File: src/rtl/slot_alloc_pkg.sv
package slot_alloc_pkg;
  typedef enum logic {
    CAT_RX = 1'b0,
    CAT_TX = 1'b1
  } alloc_cat_e;
endpackage

File: src/rtl/slot_lowest_set.sv
module slot_lowest_set #(
  parameter int WIDTH = 64,
  localparam int IDX_W = $clog2(WIDTH)
) (
  input  logic [WIDTH-1:0] vec,
  output logic             found,
  output logic [IDX_W-1:0] idx
);
  always_comb begin
    found = 1'b0;
    idx   = '0;
    for (int i = WIDTH - 1; i >= 0; i--) begin
      if (vec[i]) begin
        found = 1'b1;
        idx   = IDX_W'(i);
      end
    end
  end
endmodule

File: src/rtl/slot_popcount.sv
module slot_popcount #(
  parameter int WIDTH = 64,
  localparam int CNT_W = $clog2(WIDTH + 1)
) (
  input  logic [WIDTH-1:0] vec,
  output logic [CNT_W-1:0] cnt
);
  always_comb begin
    cnt = '0;
    for (int i = 0; i < WIDTH; i++) begin
      cnt = cnt + CNT_W'(vec[i]);
    end
  end
endmodule

File: src/rtl/slot_alloc.sv
module slot_alloc
  import slot_alloc_pkg::*;
#(
  parameter int POOL_SIZE = 64,
  localparam int IDX_W = $clog2(POOL_SIZE),
  localparam int CNT_W = $clog2(POOL_SIZE + 1)
) (
  input  logic             clk,
  input  logic             rst_n,
  input  logic             alloc_req,
  input  logic             alloc_cat,
  input  logic             free_req,
  input  logic [IDX_W-1:0] free_idx,
  output logic             grant_vld,
  output logic             grant_fail,
  output logic [IDX_W-1:0] grant_idx,
  output logic [CNT_W-1:0] rx_free_cnt,
  output logic [CNT_W-1:0] tx_free_cnt
);
  localparam int RSV = POOL_SIZE / 4;
  localparam logic [POOL_SIZE-1:0] RX_ONLY = {{(POOL_SIZE-RSV){1'b0}}, {RSV{1'b1}}};
  localparam logic [POOL_SIZE-1:0] SHARED  = ~RX_ONLY;

  if ((POOL_SIZE % 4) != 0 || POOL_SIZE < 4) begin : g_bad_size
    $error("POOL_SIZE must be a positive multiple of 4");
  end

  // reset: asserted asynchronously, released on a clock edge
  logic [1:0] rst_sync_q;
  logic       srst_n;
  always_ff @(posedge clk or negedge rst_n) begin
    if (!rst_n) rst_sync_q <= 2'b00;
    else        rst_sync_q <= {rst_sync_q[0], 1'b1};
  end
  assign srst_n = rst_sync_q[1];

  logic [POOL_SIZE-1:0] used_q, used_d;
  logic [POOL_SIZE-1:0] free_oh, grant_oh, eligible;
  logic                 enc_found;
  logic [IDX_W-1:0]     enc_idx;
  logic                 vld_d, fail_d;
  logic [IDX_W-1:0]     idx_d;
  logic                 state_en;

  always_comb begin
    free_oh = '0;
    if (free_req) free_oh[free_idx] = 1'b1;
  end

  // a slot being released this cycle is never a candidate (release wins)
  always_comb begin
    eligible = ~used_q & ~free_oh;
    if (alloc_cat_e'(alloc_cat) == CAT_TX) eligible = eligible & SHARED;
  end

  slot_lowest_set #(.WIDTH(POOL_SIZE)) u_pick (
    .vec   (eligible),
    .found (enc_found),
    .idx   (enc_idx)
  );

  always_comb begin
    grant_oh = '0;
    vld_d    = 1'b0;
    fail_d   = 1'b0;
    idx_d    = '0;
    if (alloc_req) begin
      if (enc_found) begin
        vld_d             = 1'b1;
        idx_d             = enc_idx;
        grant_oh[enc_idx] = 1'b1;
      end else begin
        fail_d = 1'b1;
      end
    end
    used_d   = (used_q & ~free_oh) | grant_oh;
    state_en = alloc_req | free_req;
  end

  always_ff @(posedge clk or negedge srst_n) begin
    if (!srst_n) begin
      used_q <= '0;
    end else if (state_en) begin
      used_q <= used_d;
    end
  end

  always_ff @(posedge clk or negedge srst_n) begin
    if (!srst_n) begin
      grant_vld  <= 1'b0;
      grant_fail <= 1'b0;
      grant_idx  <= '0;
    end else begin
      grant_vld  <= vld_d;
      grant_fail <= fail_d;
      grant_idx  <= idx_d;
    end
  end

  slot_popcount #(.WIDTH(POOL_SIZE)) u_cnt_rx (
    .vec (~used_q & RX_ONLY),
    .cnt (rx_free_cnt)
  );

  slot_popcount #(.WIDTH(POOL_SIZE)) u_cnt_tx (
    .vec (~used_q & SHARED),
    .cnt (tx_free_cnt)
  );

  AST_GRANT_XOR_FAIL: assert property (@(posedge clk) disable iff (!srst_n)
    !(grant_vld && grant_fail));
  AST_FAIL_IDX_ZERO: assert property (@(posedge clk) disable iff (!srst_n)
    grant_fail |-> grant_idx == '0);
  AST_ONE_CYCLE_RESP: assert property (@(posedge clk) disable iff (!srst_n)
    !alloc_req |=> !grant_vld && !grant_fail);
  AST_TX_ABOVE_RSV: assert property (@(posedge clk) disable iff (!srst_n)
    alloc_req && alloc_cat |=> grant_fail || (int'(grant_idx) >= RSV));
  AST_GRANTED_HELD: assert property (@(posedge clk) disable iff (!srst_n)
    grant_vld |-> used_q[grant_idx]);
  AST_RELEASE_CLEARS: assert property (@(posedge clk) disable iff (!srst_n)
    free_req |=> !used_q[$past(free_idx)]);
  AST_FREED_NOT_GRANTED: assert property (@(posedge clk) disable iff (!srst_n)
    free_req && alloc_req |=> !(grant_vld && grant_idx == $past(free_idx)));
  AST_COUNT_SUM: assert property (@(posedge clk) disable iff (!srst_n)
    int'(rx_free_cnt) + int'(tx_free_cnt) == POOL_SIZE - $countones(used_q));
endmodule

File: config.mk
export PLATFORM = sky130hd
export DESIGN_NAME = slot_alloc
export DESIGN_NICKNAME = d
export VERILOG_FILES = /design/src/rtl/slot_alloc_pkg.sv /design/src/rtl/slot_lowest_set.sv /design/src/rtl/slot_popcount.sv /design/src/rtl/slot_alloc.sv
export SDC_FILE = /design/constraint.sdc
export NUM_CORES = 1
export LEC_CHECK = 0
export BUFFER_PORTS_ARGS = -buffer_cell sky130_fd_sc_hd__clkbuf_2
export CAP_MARGIN = 20
export CORE_AREA = 2 2 125 127
export DETAILED_ROUTE_END_ITERATION = 16
export DIE_AREA = 0 0 127 129
export PLACE_DENSITY_LB_ADDON = 0.12
export RECOVER_POWER = 25
export SLEW_MARGIN = 40
export SYNTH_ARGS = -nofsm -noshare
export SYNTH_HDL_FRONTEND = slang
export SYNTH_SLANG_ARGS = --single-unit
File: constraint.sdc
create_clock -name clk -period 6.9 [get_ports clk]
set_clock_uncertainty 0.1 [all_clocks]
set_input_delay 0 -clock clk [delete_from_list [all_inputs] [get_ports clk]]
set_output_delay 0 -clock clk [all_outputs]
set_load 0.1 [all_outputs]
==> metrics.md, run 1 <==
| Metric | Value |
|---|---|
| Synth Flop Type | dfrtp_1 |
| Root Driver | clkbuf_16 |
| Crit. End Element | output port |
| Placed inst area | 6790 sq um |
| Routed len/inst | 23.3 um |
| Failing checks | capacitance limit, slew limit |
| Routed Wire Length | 21.4 mm |
| Full die area | 16,400 sq um |
| Layout cell share with drive strength beyond 1 | 0.139 |
| Async S/R FF share, synth | 1.00 |
| CP required | 6.80 ns |
| Core area | 15,000 sq um |
| Filler Cells Inserted | 1,449 |
| Final Max Tran Viols | 73 |
| Die height | 129 um |
| Post-Synthesis Cells | 713 |
| Vias per inst | 6.32 |
| Setup TNS Final | 0 ns |
| Pre-CTS setup slack | 0.737 ns |
| Later-pin clock latency in the skew report | 0.36 ns |
| Final min period | 6.48 ns |
| Gpl congestion | 0.934 |
| Post-synth EDFFs | 0 |
| Status | finished, violations left |
| Critical path class | reg2out |
| PnR worst setup slack | 0.417 ns |
| Total GRT Usage | 0.277 |
| Syn Area/Cell | 9.25 sq um |
| Fin area | 7170 sq um |
| Hold Crit Class | in2reg |
| # rows | 45 |
| Final hold violations | 0 |
| Synth Register Bits | 74 |
| Detailed-route via count | 5,823 |
| TritonCTS clock tree | built |
| Count leader, synth | inv_1 |
| Max-Slew Margin vs Limit | -1.67 |
| YS warnings | 0 |
| Maxcap violations | 1 |
| First-pass GRT wire length | 33.8 mm |
| Largest net degree at the start of global routing | 73 |
| Top post-synthesis cells by count | inv_1 (100), o21ai_0 (95), dfrtp_1 (74) |
| CTS Buf Count | 9 |
| Ant. Diodes | 0 |
| Post-synth top area share | 0.281 |
| Final layout net count | 802 |
| Fin crit share | 0.940 |
| Postcts setup bufs | 0 |
| Sequential Area | 1850 sq um |
| Reg clk slew, reported paths | 0.06 ns |
| Multi-input gate area | 4130 sq um |
| Clock sinks | 74 |
| Vias in the first global route | 5,802 |
| Area growth, synth to finish | 8.73% |
| Least-Margin Pin Slew | 4.01 ns |
| Dpl cells | 901 |
| Final HPWL DP | 15.4 mm |
| Ports | 33 |
| Grt ovf | 0 |
| RSZ-0062 raised after global routing | false |
| Post-synthesis sequential area ratio | 0.281 |
| Final ANT Viol Nets | 0 |
| DRC | 0 |
| Die width | 127 um |
| CP startpoint kind | flop |
| IO buf count | 29 |
| Initial Util | 0.440 |
| CTS Buffer Depth | 2 |
| Largest cells by area after synthesis | dfrtp_1 (28%), fa_1 (15%), o21ai_0 (7.2%) |
| Final setup vio count | 0 |
| Cell Area, Synth | 6600 sq um |
| DR iter-0 viols | 661 |
| Yosys top cell by area | dfrtp_1 |
| Antenna violations before repair | 0 |
| Distinct cells, synth | 77 |
| Htree depth | 3 |
| Max frequency | 0.154 GHz |
| Non-filler cells, final | 921 |
| First-pass iteration count of the detailed router | 6 |
| Crit path DAT | 6.38 ns |
| Worst Path Max Fanout | 3 |
[worst max-delay path, cell delays in order (launching register included)]
cell	delay (ns)
dfrtp_1	0.39
inv_1	0.06
ha_1	0.30
fa_1	0.56
fa_1	0.45
fa_1	0.54
fa_1	0.44
fa_1	0.50
fa_1	0.55
fa_1	0.43
fa_1	0.42
fa_1	0.41
a21o_1	0.20
a21oi_1	0.16
xnor2_1	0.13
clkbuf_2	0.48
[cells in the final DEF, fill, tap and decap left out, types with 15 or more instances in the layout]
| cell type | n |
|---|---|
| clkbuf_2 | 28 |
| o21ai_0 | 95 |
| fa_1 | 49 |
| a21o_1 | 15 |
| nor2_1 | 25 |
| inv_1 | 100 |
| nand2_1 | 20 |
| dfrtp_1 | 73 |
| o31ai_1 | 43 |
| a21oi_1 | 72 |
[through the flow]
| step | hold WS, ns | util |
|---|---|---|
| 4_1_cts | 0.229 | 0.479 |
| 6_report | 0.249 | 0.479 |
| 2_1_floorplan | -0.396 | - |
| 3_5_place_dp | -0.312 | 0.453 |
| 3_3_place_gp | -0.314 | 0.452 |
| 5_1_grt | 0.267 | 0.479 |
[layout make-up]
| class | count | share of cell area |
|---|---|---|
| Clock buffer | 10 | 0.0333 |
| Clock inverter | 6 | 0.0157 |
| Inverter | 100 | 0.0523 |
| Multi-Input combinational cell | 505 | 0.576 |
| Sequential cell | 74 | 0.258 |
| Tap cell | 188 | 0.0328 |
| Timing Repair Buffer | 38 | 0.0314 |
[logic make-up (layout without fill, tap and decap cells)]
logic type	after synthesis	count (layout)	synth area share
compound gates	282	282	0.281
simple gates	151	151	0.159
buf+inv	136	154	0.0964
flops	74	74	0.281
fa+ha+maj	63	63	0.175
xor+xnor	5	5	0.00664
other cells	2	4	0.00114
[registers in the layout, summed over array words and instances, names as in the netlist]
| register | flops |
|---|---|
| grant_vld | 1 |
| grant_fail | 1 |
| grant_idx | 6 |
| used_q | 64 |
| rst_sync_q | 2 |
[per-layer routing]
| metal | up-vias | GRT usage | part of all wire |
|---|---|---|---|
| li1 | 2579 | - | - |
| met1 | 2870 | 0.388 | 0.42 |
| met2 | 316 | 0.417 | 0.44 |
| met3 | 58 | 0.0669 | 0.10 |
| met4 | 0 | 0.111 | 0.037 |
| met5 | - | 0 | 0 |
[worst paths after layout]
path                                          from                      end  slack (ns)  cells past startpoint
max                         used_q[16]$_DFFE_PN0P_           tx_free_cnt[4]        0.42                     15
min                                    free_idx[0]    used_q[0]$_DFFE_PN0P_        0.25                      4
max reg2reg                rst_sync_q[1]$_DFF_PN0_   used_q[58]$_DFFE_PN0P_        2.79                      1
min reg2reg                rst_sync_q[0]$_DFF_PN0_  rst_sync_q[1]$_DFF_PN0_        0.26                      0
max in group asynchronous  rst_sync_q[1]$_DFF_PN0_   used_q[58]$_DFFE_PN0P_        2.79                      1
min in group asynchronous                    rst_n  rst_sync_q[0]$_DFF_PN0_        0.40                      3
[repair_timing]
| item | in CTS | in global routing |
|---|---|---|
| hold buffers | 4 | 0 |
| gates resized for setup | 0 | 0 |
| endpoints found under the hold margin | 9 | 0 |
Power of run 1 is left out: the tool's default activity adds up to more than one toggle a clock period on the data nets, which glitch-free logic cannot reach.
==> run 2: changes to the inputs <==
BUFFER_PORTS_ARGS = -buffer_cell sky130_fd_sc_hd__buf_2   (was -buffer_cell sky130_fd_sc_hd__clkbuf_2)
==> run 2 against run 1 <==
Against the previous run:
- the flow still finishes with violations (capacitance limit, slew limit)
- die area did not move
- non-clock buffer count stayed put
- cell count unchanged
- via count shrank 0.65%
- first-iteration DRC count shrank 1.2%
- wire length decreased by 0.90%
- hold slack worse by 0.028 ns
- register-to-register slack improved by 0.05 ns
- largest cell class unchanged
- maximum frequency fell by 0.14%
==> metrics.md, run 2 (synthesis gave the netlist of run 1 again) <==
| Metric | Value |
|---|---|
| # hold bufs at CTS | 4 |
| # resized after CTS | 0 |
| Layout cell share with drive strength beyond 1 | 0.136 |
| Setup TNS Final | 0 ns |
| Vias per inst | 6.28 |
| Worst Path Max Fanout | 3 |
| CTS Buffer Depth | 2 |
| Least-Margin Pin Slew | 3.92 ns |
| Biggest register | used_q |
| Max stage delay on crit path | 0.56 ns |
| Die height | 129 um |
| Ports | 33 |
| Routed Wire Length | 21.2 mm |
| Area growth, synth to finish | 8.14% |
| Fin Hold WS | 0.221 ns |
| Fin crit share | 0.941 |
| Maxcap violations | 1 |
| Most common cell after layout, fill and taps aside | inv_1 |
| DR iter-0 viols | 653 |
| Final hold violations | 0 |
| Max reg flops | 64 |
| Hold Crit Class | in2reg |
| Final layout net count | 802 |
| Final Max Tran Viols | 73 |
| Vias in the first global route | 5,678 |
| Ant. Diodes | 0 |
| First-pass GRT wire length | 33.4 mm |
| Largest net degree at the start of global routing | 73 |
| RSZ-0062 raised after global routing | false |
| Initial Util | 0.440 |
| CTS Buf Count | 9 |
| Routed len/inst | 23.1 um |
| Slowest-stage cell, CP | fa_1 |
| CP required | 6.80 ns |
| CP cell instances | inv_1 > ha_1 > fa_1 > fa_1 > fa_1 > fa_1 > fa_1 > fa_1 > fa_1 > fa_1 > fa_1 > a21o_1 > a21oi_1 > xnor2_1 > buf_2 |
| Full die area | 16,400 sq um |
| Failing checks | capacitance limit, slew limit |
| Final setup vio count | 0 |
| Max frequency | 0.154 GHz |
| Critical path class | reg2out |
| Reg clk slew, reported paths | 0.06 ns |
| Final HPWL DP | 15.4 mm |
| Final ANT Viol Nets | 0 |
| Gpl congestion | 0.926 |
| Root Driver | clkbuf_16 |
| Detailed-route via count | 5,785 |
| Max-Slew Margin vs Limit | -1.61 |
| Htree depth | 3 |
| # rows | 45 |
| IO buf count | 29 |
| Postcts setup bufs | 0 |
| Status | finished, violations left |
| CP startpoint kind | flop |
| Grt ovf | 0 |
| Most frequent cells in the layout | inv_1 (100), o21ai_0 (95), dfrtp_1 (73) |
| R2R Setup Slk | 2.84 ns |
| Total GRT Usage | 0.273 |
| Antenna violations before repair | 0 |
| Core area | 15,000 sq um |
| Top Registers | used_q x64, grant_idx x6, rst_sync_q x2 |
| TritonCTS clock tree | built |
| Final min period | 6.49 ns |
| First-pass iteration count of the detailed router | 5 |
| CP most frequent cell | fa_1 |
| Later-pin clock latency in the skew report | 0.35 ns |
| Crit. End Element | output port |
| Util after Layout | 0.476 |
| Clock sinks | 74 |
| DRC | 0 |
| Die width | 127 um |
| Crit path DAT | 6.39 ns |
## run 2: changes by cell type in the layout (fill, tap and decap cells not counted)
cell        change
clkbuf_8        -1
buf_2          +28
clkbuf_2       -28
clkinv_4        -1
bufinv_16       -1
clkinvlp_4      +2
inv_6           -1
clkbuf_1        +2
## run 2: metal layers
layer / vias up / track usage / wire length [um]
li1: 2565 / - / -
met1: 2871 / 0.375 / 9160
met2: 293 / 0.410 / 9230
met3: 56 / 0.0757 / 2060
met4: 0 / 0.111 / 793
met5: - / 0 / 0
## run 2: area by class of cell
| type | count | area [sq um] |
|---|---|---|
| clock buffers | 11 | 233 |
| clock inverters | 5 | 80.1 |
| fillers | 1463 | 7840 |
| inverters | 100 | 375 |
| multi-input cells | 505 | 4130 |
| flip-flops and latches | 74 | 1850 |
| well taps | 188 | 235 |
| repair buffers | 38 | 225 |
## run 2: worst max-delay path, delay by kind of cell, from the launching register on
family	cells	cell delay [ns]
xor gates and xnor gates	1	0.13
DFF	1	0.41
buffers and inverters	2	0.50
AOI/OAI and AO/OA	2	0.36
adders and majority gates	10	4.66
## run 2: worst paths after layout
check,from,to,cells after the start
worst min-delay path,free_idx[0],used_q[0]$_DFFE_PN0P_,4
min in group asynchronous,rst_n,rst_sync_q[0]$_DFF_PN0_,3
worst max register to register,rst_sync_q[1]$_DFF_PN0_,used_q[51]$_DFFE_PN0P_,1
worst min register to register,rst_sync_q[0]$_DFF_PN0_,rst_sync_q[1]$_DFF_PN0_,0
max in group asynchronous,rst_sync_q[1]$_DFF_PN0_,used_q[51]$_DFFE_PN0P_,1
worst max-delay path,used_q[16]$_DFFE_PN0P_,tx_free_cnt[4],15
## run 2: stage by stage
step | cells | setup WS (ns) | instance area, sq um
floorplan | 715 | 0.467 | 6600
global route | 921 | 0.195 | 7130
CTS | 921 | 0.369 | 7140
finish | 921 | 0.408 | 7130
detailed placement | 901 | 0.744 | 6790
global placement | 899 | 0.862 | 6760
Power of run 2 is left out for the same reason.
